## src/rtl/asid_ring_tlb_pkg.sv

```systemverilog
package asid_ring_tlb_pkg;
  localparam int VA_W    = 32;
  localparam int PG_BITS = 12;
  localparam int VPN_W   = VA_W - PG_BITS;
  localparam int ASID_W  = 8;
  localparam int RINGS   = 4;
  localparam int ATTR_W  = 4;
  localparam int CAUSE_W = 5;

  localparam logic [CAUSE_W-1:0] C_OK        = 5'd0;
  localparam logic [CAUSE_W-1:0] C_I_MISS    = 5'd16;
  localparam logic [CAUSE_W-1:0] C_I_MULTI   = 5'd17;
  localparam logic [CAUSE_W-1:0] C_I_PRIV    = 5'd18;
  localparam logic [CAUSE_W-1:0] C_I_DENY    = 5'd20;
  localparam logic [CAUSE_W-1:0] C_D_MISS    = 5'd24;
  localparam logic [CAUSE_W-1:0] C_D_MULTI   = 5'd25;
  localparam logic [CAUSE_W-1:0] C_D_PRIV    = 5'd26;
  localparam logic [CAUSE_W-1:0] C_LD_DENY   = 5'd28;
  localparam logic [CAUSE_W-1:0] C_ST_DENY   = 5'd29;

  typedef struct packed {
    logic [VPN_W-1:0]  vpn;
    logic [VPN_W-1:0]  ppn;
    logic [ASID_W-1:0] asid;
    logic [ATTR_W-1:0] attr;
  } tlb_ent_t;

  // rights as {execute, write, read}
  function automatic logic [2:0] attr_rights(input logic [ATTR_W-1:0] a);
    if (a < 4'd12)       return {a[0], a[1], 1'b1};
    else if (a == 4'd13) return 3'b011;
    else                 return 3'b000;
  endfunction
endpackage

```

## src/rtl/tlb_way_bank.sv

```systemverilog
module tlb_way_bank
  import asid_ring_tlb_pkg::*;
#(
  parameter int IDX_W = 2
) (
  input  logic                   clk,
  input  logic                   rst_n,
  input  logic                   we,
  input  logic [IDX_W-1:0]       w_idx,
  input  tlb_ent_t               w_ent,
  input  logic [IDX_W-1:0]       r_idx,
  input  logic [VPN_W-1:0]       r_vpn,
  input  logic [RINGS*ASID_W-1:0] ring_map,
  output logic                   hit,
  output logic [1:0]             ring,
  output tlb_ent_t               r_ent
);
  localparam int DEPTH = 1 << IDX_W;

  tlb_ent_t mem [DEPTH];
  logic     known;

  always_ff @(posedge clk or negedge rst_n) begin
    if (!rst_n) begin
      for (int i = 0; i < DEPTH; i++) mem[i].asid <= '0;
    end else if (we) begin
      mem[w_idx] <= w_ent;
    end
  end

  assign r_ent = mem[r_idx];

  // lowest ring-map byte holding the ASID wins
  always_comb begin
    known = 1'b0;
    ring  = '0;
    for (int b = RINGS - 1; b >= 0; b--) begin
      if (ring_map[b*ASID_W +: ASID_W] == r_ent.asid) begin
        known = 1'b1;
        ring  = 2'(b);
      end
    end
  end

  assign hit = known && (r_ent.asid != '0) && (r_ent.vpn == r_vpn);
endmodule

```

## src/rtl/tlb_rights_check.sv

```systemverilog
module tlb_rights_check
  import asid_ring_tlb_pkg::*;
#(
  parameter int CNT_W = 3
) (
  input  logic [CNT_W-1:0]   n_hit,
  input  logic [1:0]         ring,
  input  logic [1:0]         priv,
  input  logic [1:0]         kind,
  input  logic [ATTR_W-1:0]  attr,
  output logic [2:0]         rights,
  output logic [CAUSE_W-1:0] cause
);
  logic fetch, store, allowed;

  assign fetch  = kind[1];
  assign store  = !kind[1] && kind[0];
  assign rights = (n_hit == CNT_W'(1)) ? attr_rights(attr) : 3'b000;
  assign allowed = fetch ? rights[2] : (store ? rights[1] : rights[0]);

  always_comb begin
    if (n_hit == '0)             cause = fetch ? C_I_MISS  : C_D_MISS;
    else if (n_hit > CNT_W'(1))  cause = fetch ? C_I_MULTI : C_D_MULTI;
    else if (ring < priv)        cause = fetch ? C_I_PRIV  : C_D_PRIV;
    else if (!allowed)           cause = fetch ? C_I_DENY  : (store ? C_ST_DENY : C_LD_DENY);
    else                         cause = C_OK;
  end
endmodule

```

## src/rtl/asid_ring_tlb.sv

```systemverilog
module asid_ring_tlb
  import asid_ring_tlb_pkg::*;
#(
  parameter int WAYS  = 4,
  parameter int IDX_W = 2
) (
  input  logic                 clk,
  input  logic                 rst_n,
  input  logic                 lk_valid,
  input  logic [31:0]          lk_vaddr,
  input  logic [1:0]           lk_kind,
  input  logic [1:0]           lk_priv,
  input  logic [31:0]          pt_base,
  input  logic                 wr_en,
  input  logic [1:0]           wr_way,
  input  logic [1:0]           wr_idx,
  input  logic [19:0]          wr_vpn,
  input  logic [19:0]          wr_ppn,
  input  logic [7:0]           wr_asid,
  input  logic [3:0]           wr_attr,
  input  logic                 rasid_we,
  input  logic [31:0]          rasid_wdata,
  input  logic                 refill_en,
  input  logic [31:0]          refill_vaddr,
  input  logic [31:0]          refill_pte,
  output logic                 rsp_valid,
  output logic                 rsp_hit,
  output logic [1:0]           rsp_way,
  output logic [1:0]           rsp_idx,
  output logic [1:0]           rsp_ring,
  output logic [2:0]           rsp_perm,
  output logic [4:0]           rsp_cause,
  output logic [31:0]          rsp_paddr,
  output logic [31:0]          rsp_page_size,
  output logic [31:0]          rsp_pt_addr
);
  localparam int WAY_W = $clog2(WAYS);
  localparam int CNT_W = WAY_W + 1;
  localparam logic [VA_W-1:0] PG_MASK = ~((VA_W'(1) << PG_BITS) - VA_W'(1));
  localparam logic [31:0] RMAP_RST = 32'h0403_0201;

  // ring map and victim pointer
  logic [31:0]      rmap_q, rmap_d;
  logic [WAY_W-1:0] vict_q, vict_d;

  always_comb begin
    rmap_d = rasid_we  ? rasid_wdata : rmap_q;
    vict_d = refill_en ? vict_q + WAY_W'(1) : vict_q;
  end

  always_ff @(posedge clk or negedge rst_n) begin
    if (!rst_n) begin
      rmap_q <= RMAP_RST;
      vict_q <= '0;
    end else begin
      rmap_q <= rmap_d;
      vict_q <= vict_d;
    end
  end

  // write source: refill wins over the direct port
  logic             any_we;
  logic [WAY_W-1:0] w_way;
  logic [IDX_W-1:0] w_idx;
  tlb_ent_t         w_ent;

  always_comb begin
    any_we = refill_en || wr_en;
    if (refill_en) begin
      w_way      = vict_d;
      w_idx      = refill_vaddr[PG_BITS +: IDX_W];
      w_ent.vpn  = refill_vaddr[VA_W-1:PG_BITS];
      w_ent.ppn  = refill_pte[VA_W-1:PG_BITS];
      w_ent.asid = rmap_q[refill_pte[5:4]*ASID_W +: ASID_W];
      w_ent.attr = refill_pte[ATTR_W-1:0];
    end else begin
      w_way      = WAY_W'(wr_way);
      w_idx      = IDX_W'(wr_idx);
      w_ent.vpn  = wr_vpn;
      w_ent.ppn  = wr_ppn;
      w_ent.asid = wr_asid;
      w_ent.attr = wr_attr;
    end
  end

  logic pad_unused;
  assign pad_unused = ^{refill_pte[11:6], refill_vaddr[11:0]};

  // ways
  logic [WAYS-1:0] way_hit;
  logic [1:0]      way_ring [WAYS];
  tlb_ent_t        way_ent  [WAYS];

  for (genvar w = 0; w < WAYS; w++) begin : g_way
    tlb_way_bank #(.IDX_W(IDX_W)) u_bank (
      .clk      (clk),
      .rst_n    (rst_n),
      .we       (any_we && (w_way == WAY_W'(w))),
      .w_idx    (w_idx),
      .w_ent    (w_ent),
      .r_idx    (lk_vaddr[PG_BITS +: IDX_W]),
      .r_vpn    (lk_vaddr[VA_W-1:PG_BITS]),
      .ring_map (rmap_q),
      .hit      (way_hit[w]),
      .ring     (way_ring[w]),
      .r_ent    (way_ent[w])
    );
  end

  // hit count and lowest hitting way
  logic [CNT_W-1:0] n_hit;
  logic [WAY_W-1:0] sel;

  always_comb begin
    n_hit = '0;
    sel   = '0;
    for (int w = WAYS - 1; w >= 0; w--) begin
      if (way_hit[w]) begin
        n_hit = n_hit + CNT_W'(1);
        sel   = WAY_W'(w);
      end
    end
  end

  logic [2:0]         rights;
  logic [CAUSE_W-1:0] cause;

  tlb_rights_check #(.CNT_W(CNT_W)) u_rights (
    .n_hit  (n_hit),
    .ring   (way_ring[sel]),
    .priv   (lk_priv),
    .kind   (lk_kind),
    .attr   (way_ent[sel].attr),
    .rights (rights),
    .cause  (cause)
  );

  // response next-state
  logic        single;
  logic        hit_d;
  logic [1:0]  way_d, idx_d, ring_d;
  logic [31:0] pa_d, psz_d, pta_d;

  always_comb begin
    single = (n_hit == CNT_W'(1));
    hit_d  = single;
    way_d  = single ? 2'(sel) : 2'd0;
    idx_d  = single ? 2'(lk_vaddr[PG_BITS +: IDX_W]) : 2'd0;
    ring_d = single ? way_ring[sel] : 2'd0;
    pa_d   = single ? ({way_ent[sel].ppn, {PG_BITS{1'b0}}} | (lk_vaddr & ~PG_MASK)) : 32'd0;
    psz_d  = single ? (~PG_MASK + 32'd1) : 32'd0;
    pta_d  = (pt_base | (lk_vaddr >> 10)) & ~32'h3;
  end

  always_ff @(posedge clk or negedge rst_n) begin
    if (!rst_n) begin
      rsp_valid     <= 1'b0;
      rsp_hit       <= 1'b0;
      rsp_way       <= '0;
      rsp_idx       <= '0;
      rsp_ring      <= '0;
      rsp_perm      <= '0;
      rsp_cause     <= '0;
      rsp_paddr     <= '0;
      rsp_page_size <= '0;
      rsp_pt_addr   <= '0;
    end else begin
      rsp_valid <= lk_valid;
      if (lk_valid) begin
        rsp_hit       <= hit_d;
        rsp_way       <= way_d;
        rsp_idx       <= idx_d;
        rsp_ring      <= ring_d;
        rsp_perm      <= rights;
        rsp_cause     <= cause;
        rsp_paddr     <= pa_d;
        rsp_page_size <= psz_d;
        rsp_pt_addr   <= pta_d;
      end
    end
  end
endmodule

```

## config.mk

```make
export PLATFORM = sky130hd
export DESIGN_NAME = asid_ring_tlb
export DESIGN_NICKNAME = d
export VERILOG_FILES = /design/src/rtl/asid_ring_tlb_pkg.sv /design/src/rtl/tlb_way_bank.sv /design/src/rtl/tlb_rights_check.sv /design/src/rtl/asid_ring_tlb.sv
export SDC_FILE = /design/constraint.sdc
export NUM_CORES = 1
export LEC_CHECK = 0
export ABC_AREA = 1
export BUFFER_PORTS_ARGS = -buffer_cell sky130_fd_sc_hd__buf_2
export CAP_MARGIN = 25
export CORE_MARGIN = 4
export CORE_UTILIZATION = 45
export CTS_BUF_LIST = sky130_fd_sc_hd__clkbuf_16
export DETAILED_ROUTE_END_ITERATION = 10
export PLACE_DENSITY = 0.63
export SYNTH_ARGS = -nofsm -noshare
export SYNTH_HDL_FRONTEND = slang
export SYNTH_SLANG_ARGS = --single-unit
```

## constraint.sdc

```tcl
create_clock -name clk -period 4.73 [get_ports clk]
set_clock_uncertainty 0.1 [all_clocks]
set_input_delay 1.419 -clock clk [delete_from_list [all_inputs] [get_ports clk]]
set_output_delay 1.419 -clock clk [all_outputs]
set_load 0.02 [all_outputs]
```

==> results of run 1 <==
==> worst max-delay path, delay by kind of cell <==
kind / cells / cell delay, ns
fa+ha+maj: 2 / 0.36
compound gates: 3 / 0.36
xor+xnor: 1 / 0.16
simple gates: 13 / 1.53
buf+inv: 10 / 1.41
==> cell usage after synthesis (5+ instances only) <==
library cell,number
a21oi_1,153
a221oi_1,21
a22o_1,12
a31oi_1,8
a32o_1,77
buf_1,8
buf_2,49
buf_4,55
buf_6,20
clkbuf_1,107
dfrtp_1,235
dfstp_2,5
edfxtp_1,704
ha_1,5
inv_1,90
inv_2,9
mux2_2,123
nand2_1,1191
nand2_2,8
nand3_1,272
nand3_2,14
nand3b_1,15
nand4_1,22
nor2_1,215
nor3_1,24
o21ai_0,204
o21ai_1,19
o22ai_1,43
xor2_1,77
==> power groups by stage <==
stage / Combinational [mW] / Sequential, mW / Clock (mW)
5_1_grt: 3.64 / 10.0 / 8.09
3_3_place_gp: 3.17 / 10.1 / 0
4_1_cts: 3.27 / 9.98 / 7.75
6_report: 3.33 / 9.98 / 7.62
2_1_floorplan: 1.99 / 10.1 / 0
3_5_place_dp: 3.22 / 10.1 / 0
==> final cells by class <==
| class | instances | area, um2 |
|---|---|---|
| diodes | 1 | 2.50 |
| repair inverters | 2 | 22.5 |
| inverters | 103 | 442 |
| fillers | 7745 | 40900 |
| flip-flops and latches | 944 | 27200 |
| repair buffers | 617 | 4790 |
| clock buffers | 102 | 2550 |
| clock inverters | 81 | 649 |
| well taps | 1243 | 1560 |
| multi-input cells | 2571 | 13700 |
==> state kept, by name (all words and copies together) (netlist names) <==
register / count
g_way.u_bank.mem: 832
rmap_q: 32
rsp_cause: 5
rsp_idx: 2
rsp_paddr: 32
rsp_page_size: 1
rsp_perm: 3
rsp_pt_addr: 30
rsp_ring: 2
rsp_valid: 1
rsp_way: 2
vict_q: 2
==> per-layer routing <==
layer  global-route usage  vias up
met5                    0        -
met2                0.407     1295
met1                0.356    15200
met4               0.0897        4
met3               0.0517      219
li1                     -    14400
==> cells by family after synthesis <==
family                   Yosys count  share of synthesized area
buffers and inverters            342                     0.0409
AND/OR/NAND/NOR                 1771                      0.175
other                              1                  0.0000898
XOR/XNOR                          81                     0.0172
flip-flops                       944                      0.650
multiplexers                     123                     0.0332
AO/OA/AOI/OAI                    558                     0.0823
adder cells (fa/ha/maj)            5                    0.00150
==> stage by stage <==
step / area (um2) / hold WS (ns) / util
global route: 50900 / 0.393 / 0.554
CTS: 50400 / 0.369 / 0.549
floorplan: 42100 / 0.349 / -
global placement: 46700 / 0.348 / 0.509
detailed placement: 46700 / 0.354 / 0.509
finish: 50900 / 0.363 / 0.554
==> placed cells by master, fill, tap and decap left out, drive strengths merged, types with 5 or more instances in the layout <==
master / Yosys / routed
nand2: 1200 / 1200
edfxtp: 704 / 704
buf: 132 / 614
nand3: 287 / 287
dfrtp: 235 / 235
o21ai: 224 / 224
nor2: 217 / 217
a21oi: 153 / 153
mux2: 123 / 123
inv: 101 / 123
clkbuf: 107 / 105
xor2: 78 / 78
a32o: 77 / 77
clkinv: 2 / 45
o22ai: 43 / 43
conb: 1 / 33
nor3: 25 / 25
nand4: 22 / 22
a221oi: 21 / 21
nand3b: 15 / 15
a22o: 12 / 12
bufinv: 0 / 10
clkinvlp: 0 / 8
a31oi: 8 / 8
dfstp: 5 / 5
ha: 5 / 5
==> worst min path at each step <==
stage / start / to / slack (ns)
4_1_cts: rsp_pt_addr[24] / rsp_pt_addr[24] / 0.37
3_5_place_dp: rsp_pt_addr[24] / rsp_pt_addr[24] / 0.35
2_1_floorplan: vict_q[0] / vict_q[0] / 0.35
6_report: rsp_pt_addr[24] / rsp_pt_addr[24] / 0.36
3_3_place_gp: rsp_pt_addr[29] / rsp_pt_addr[29] / 0.35
5_1_grt: rsp_pt_addr[9] / rsp_pt_addr[9] / 0.39
==> what timing repair did <==
action | CTS | global route
endpoints found under the setup margin | 47 | 47
buffers inserted | 10 | 4
pin swaps | 32 | 31
cloned | 5 | 3
resized for setup | 73 | 98
==> metrics.md, run 1 <==
| Metric | Value |
|---|---|
| Run status | `finished, violations left` |
| Failing checks | `setup timing` |
| Hold Buf Count CTS | `0` |
| Yosys top cell area share | `0.506` |
| PwrDens | `412 mW/mm2` |
| CTS Buffer Depth | `3` |
| Fin crit period | `4.79 ns` |
| Reg clk slew, reported paths | `0.06 ns` |
| Vias in the first global route | `29,300` |
| CP endpoint kind | `register` |
| Worst hold stages | `2` |
| Num CTS Buffers | `98` |
| Total track usage | `0.257` |
| Clock power share | `0.364` |
| Final hold viol count | `0` |
| Placed cell count | `5,460` |
| Area contributors post-synth | `edfxtp_1 51%, dfrtp_1 14%, nand2_1 11%, mux2_2 3.3%, nand3_1 3.3%` |
| DIE AREA | `0.0977 mm2` |
| Worst setup margin | `-0.0584 ns` |
| Initial antenna violation count | `8` |
| Int Power | `15.4 mW` |
| Ys Warns | `0` |
| Slew @ Worst Pin | `0.991 ns` |
| Crit path max-delay cell type | `nor4_2` |
| ANT nets after route | `0` |
| Yosys top cell by area | `edfxtp_1` |
| Vias per cell | `5.50` |
| Layout area overhead | `21.8%` |
| IO Pins | `338` |
| Met1 Wirelength | `53.9 mm` |
| Psw | `5.50 mW` |
| PortBufs | `284` |
| Grt ovf | `0` |
| Fraction of layout cells with a size suffix above 1 | `0.238` |
| Lkg Pwr | `20.6 nW` |
| Clk sinks | `944` |
| HP Class | `reg2reg` |
| Max Slew Vio Count | `0` |
| Setup-failing EPs final | `21` |
| Share of total power in combinational logic | `0.159` |
| FF-to-FF Start | `g_way[3].u_bank.mem[188]` |
| Met2 WL | `59.4 mm` |
| Total power | `20.9 mW` |
| Final std cells w/o fill | `5,664` |
| Worst Setup SP | `lk_vaddr[12]` |
| Worst vdd ir | `0.274 mV` |
| Post-synthesis cell count | `3,825` |
| Setup crit end | `rsp_cause[1]` |
| Starting Density | `0.455` |
| Synth unique cells | `51` |
| DR iter-0 viols | `3,204` |
| DIE HEIGHT | `313 um` |
| Post-synth EDFFs | `704` |
| Die extent in x | `313 um` |
| Final TNS setup | `-0.639 ns` |
| Max-cap violations | `0` |
| RePlAce Congestion | `0.995` |
| Unrepaired setup endpoints after global routing | `true` |
| R2R Setup Slk | `0.71 ns` |
| Slew Limit Headroom | `0.337` |
| HPWL Detailed | `82.8 mm` |
| H-tree depth | `3` |
| Fin nets | `4,568` |
| Drt wl/cell | `22.8 um` |
| Pin count of the biggest net entering global routing | `177` |
| Flop pwr share | `0.477` |
| Most common cell on crit path | `nand2_2` |
| Final period util | `1.01` |
| Clk_lat worst skew | `0.66 ns` |
| FF+latch count, synth | `944` |
| Router iterations before antenna repair | `5` |
| Routed WL | `129 mm` |
| Synthesized cell area | `0.0418 mm2` |
| Top layer in use | `met5` |
| Setup Crit Path Kind | `in2reg` |
| Setup WS pre-CTS | `-0.936 ns` |
| Core area | `0.0918 mm2` |
| Asr flop ratio synth | `0.254` |
| Met3 Wirelength | `11.5 mm` |
| Sw Share | `0.263` |
| Reg2Reg Depth | `25` |
| Fmax | `209 MHz` |
| Root buffer cell | `clkbuf_16` |
| CTS tree | `yes` |
| Critical Path AT | `5.27 ns` |
| DR vias | `31,100` |
| Startpoint types | `input port` |
| First-pass GRT wire length | `188 mm` |
| Critical R2R Capture | `rsp_cause[1]` |
| Most used flip-flop cell after synthesis | `edfxtp_1` |
| Crit path required time | `5.21 ns` |
| Delay of the slowest critical-path stage | `0.26 ns` |
| # DRC | `0` |
| Row Count | `111` |
| Worst-path maximum fanout | `14` |
| Syn Area/Cell | `10.9 um2` |
| Register area share after synthesis | `0.650` |
(Power assumes the default switching activity.)
==> run 2: changes to the inputs <==
--- a/config.mk
+++ b/config.mk
@@ -8,11 +8,13 @@
 export ABC_AREA = 1
 export BUFFER_PORTS_ARGS = -buffer_cell sky130_fd_sc_hd__buf_2
 export CAP_MARGIN = 25
+export CELL_PAD_IN_SITES_DETAIL_PLACEMENT = 1
+export CELL_PAD_IN_SITES_GLOBAL_PLACEMENT = 2
 export CORE_MARGIN = 4
-export CORE_UTILIZATION = 45
+export CORE_UTILIZATION = 36
 export CTS_BUF_LIST = sky130_fd_sc_hd__clkbuf_16
 export DETAILED_ROUTE_END_ITERATION = 10
-export PLACE_DENSITY = 0.63
+export PLACE_DENSITY = 0.74
 export SYNTH_ARGS = -nofsm -noshare
 export SYNTH_HDL_FRONTEND = slang
 export SYNTH_SLANG_ARGS = --single-unit
==> metrics.md, run 2 (synthesized netlist as in run 1, its figures left out) <==
| Metric | Value |
|---|---|
| Run status | `complete, no violations` |
| Max-cap violations | `0 (unchanged)` |
| Routed WL | `142 mm (+9.5%)` |
| Most common cell after layout, fill and taps aside | `nand2_1` |
| Fraction of layout cells with a size suffix above 1 | `0.245 (+0.00649)` |
| Post-Place Cell Area | `0.0471 mm2 (+0.82%)` |
| Largest regs | `g_way.u_bank.mem x832, rmap_q x32, rsp_paddr x32` |
| Final std cells w/o fill | `5,971 (+5.4%)` |
| Most frequent cells in the layout | `1,167 x nand2_1, 704 x edfxtp_1, 281 x buf_4, 280 x buf_2, 263 x nand3_1` |
| Starting Density | `0.364 (-0.0912)` |
| Placed cell count | `5,740 (+5.1%)` |
| Reg clk slew, reported paths | `0.06 ns (about the same)` |
| HP Class | `reg2reg` |
| Setup-failing EPs final | `0 (-100%)` |
| Top reg by flops | `g_way.u_bank.mem` |
| Min-delay src | `rsp_pt_addr[25]` |
| Crit path required time | `5.24 ns (+0.03 ns)` |
| Final period util | `0.991 (-0.0212)` |
| Startpoint types | `input port` |
| Grt ovf | `0 (unchanged)` |
| Fin nets | `4,601 (+0.72%)` |
| Layout area overhead | `24.1%` |
| Setup Crit Path Kind | `in2reg` |
| DR iter-0 viols | `2,383 (-26%)` |
| First-pass GRT wire length | `207 mm (+10%)` |
| RePlAce Congestion | `0.851 (-14%)` |
| Fin crit period | `4.69 ns (-0.100 ns)` |
| Max reg flops | `832 (unchanged)` |
| PortBufs | `284 (unchanged)` |
| Fin area | `0.0518 mm2 (+1.9%)` |
| CTS tree | `yes` |
| HPWL Detailed | `91.1 mm (+10%)` |
| Drt wl/cell | `23.7 um (+3.9%)` |
| DR vias | `31,500 (+1.1%)` |
| Fmax | `213 MHz (+2.1%)` |
| Worst vdd ir | `0.296 mV (+8.2%)` |
| ANT nets after route | `0 (unchanged)` |
| Lkg Pwr | `21.0 nW (+1.6%)` |
| CTS Buffer Depth | `3 (unchanged)` |
| DIE HEIGHT | `349 um (+12%)` |
| Total track usage | `0.226 (-0.0302)` |
| Clk sinks | `944 (unchanged)` |
| Vias in the first global route | `32,100 (+9.7%)` |
| CP endpoint kind | `register` |
| FF-to-FF Start | `g_way[2].u_bank.mem[10]` |
| Root buffer cell | `clkbuf_16` |
| Num CTS Buffers | `105 (+7.1%)` |
| H-tree depth | `3 (unchanged)` |
| Vias per cell | `5.27 (-4.1%)` |
| Worst Setup SP | `lk_vaddr[12]` |
| Max Slew Vio Count | `0 (unchanged)` |
| Core area | `0.115 mm2 (+25%)` |
| Slew Limit Headroom | `0.344 (+0.00627)` |
| DIE AREA | `0.121 mm2 (+24%)` |
| Router iterations before antenna repair | `7 (+2)` |
| Unrepaired setup endpoints after global routing | `true` |
| Final hold viol count | `0 (unchanged)` |
| Die extent in x | `349 um (+12%)` |
| Initial antenna violation count | `6 (-2)` |
| IO Pins | `338 (unchanged)` |
| Critical Path AT | `5.19 ns (-0.08 ns)` |
| Slew @ Worst Pin | `0.981 ns (-0.00938 ns)` |
| Pin count of the biggest net entering global routing | `119 (-33%)` |
| Row Count | `124 (+12%)` |
| Clk_lat worst skew | `0.70 ns (+0.04 ns)` |
| Worst-path maximum fanout | `7 (-7)` |
| # DRC | `0 (unchanged)` |
| PwrDens | `421 mW/mm2 (+2.2%)` |
run 2: worst paths after layout:
check	depth (start not counted)	end	slack [ns]
worst min register to register	2	rsp_pt_addr[25]	0.37
max in group asynchronous	3	rsp_pt_addr[9]	2.16
min in group asynchronous	1	rsp_paddr[17]	0.52
worst max-delay path	27	rsp_paddr[22]	0.04
worst min-delay path	2	rsp_pt_addr[25]	0.37
worst max register to register	27	rsp_paddr[22]	0.76
run 2: metal layers:
layer  track usage  vias to the layer above  wire length [um]
met1         0.309                    16000             62100
li1              -                    14400                 -
met3        0.0331                      151              8150
met2         0.381                      881             68100
met4        0.0596                        2              3230
met5             0                        -                11
run 2: through the flow:
| step | setup WS, ns | power [mW] | utilization | hold slack, ns | TNS (ns) |
|---|---|---|---|---|---|
| floorplan | -1.14 | 12.1 | - | 0.349 | -216.40 |
| global placement | -0.994 | 13.4 | 0.411 | 0.349 | -45.00 |
| detailed placement | -1.01 | 13.5 | 0.411 | 0.359 | -44.68 |
| CTS | 0.00956 | 21.9 | 0.443 | 0.373 | 0 |
| global route | -0.0367 | 22.8 | 0.451 | 0.395 | -0.522 |
| finish | 0.0419 | 21.8 | 0.451 | 0.371 | 0 |
run 2: repair_timing:
item / in CTS / in global routing
endpoints found under the setup margin: 47 / 47
cloned: 2 / 15
setup buffers: 4 / 14
resized for setup: 23 / 149
hold buffers: 0 / 0
pin swaps: 6 / 29
run 2: final cells by class:
class	instances	area [um2]
fill	12400	63000
sequential	944	27200
multi-input combinational	2572	13700
timing repair buffer	642	5110
clock buffer	107	2680
tap	1512	1890
clock inverter	88	826
inverter	103	449
timing repair inverter	2	17.5
antenna	1	2.50
run 2: where the power goes:
group          switching (mW)  leakage (nW)  internal, mW
clock network            3.43          1.79          4.87
registers               0.338          9.32          9.66
logic                    2.08          9.86          1.42
total                    5.85          21.0          15.9
run 2: worst max-delay path, stage by stage:
cell and delay, ns:
buf_16 0.14, buf_12 0.15, buf_12 0.12, clkbuf_16 0.16
o21ai_2 0.11, o22ai_1 0.11, xnor2_1 0.17, nand4_1 0.27
nor4_2 0.24, nand4_1 0.21, nor3_2 0.23, inv_2 0.09
ha_4 0.30, inv_4 0.04, nand2_2 0.06, nand2_2 0.06
inv_2 0.08, ha_4 0.14, nand3_4 0.07, clkinv_2 0.06
nand2_2 0.05, nand2_2 0.07, nand2_2 0.07, nor2_4 0.25
nand2_8 0.15, buf_12 0.20, o21ai_2 0.14
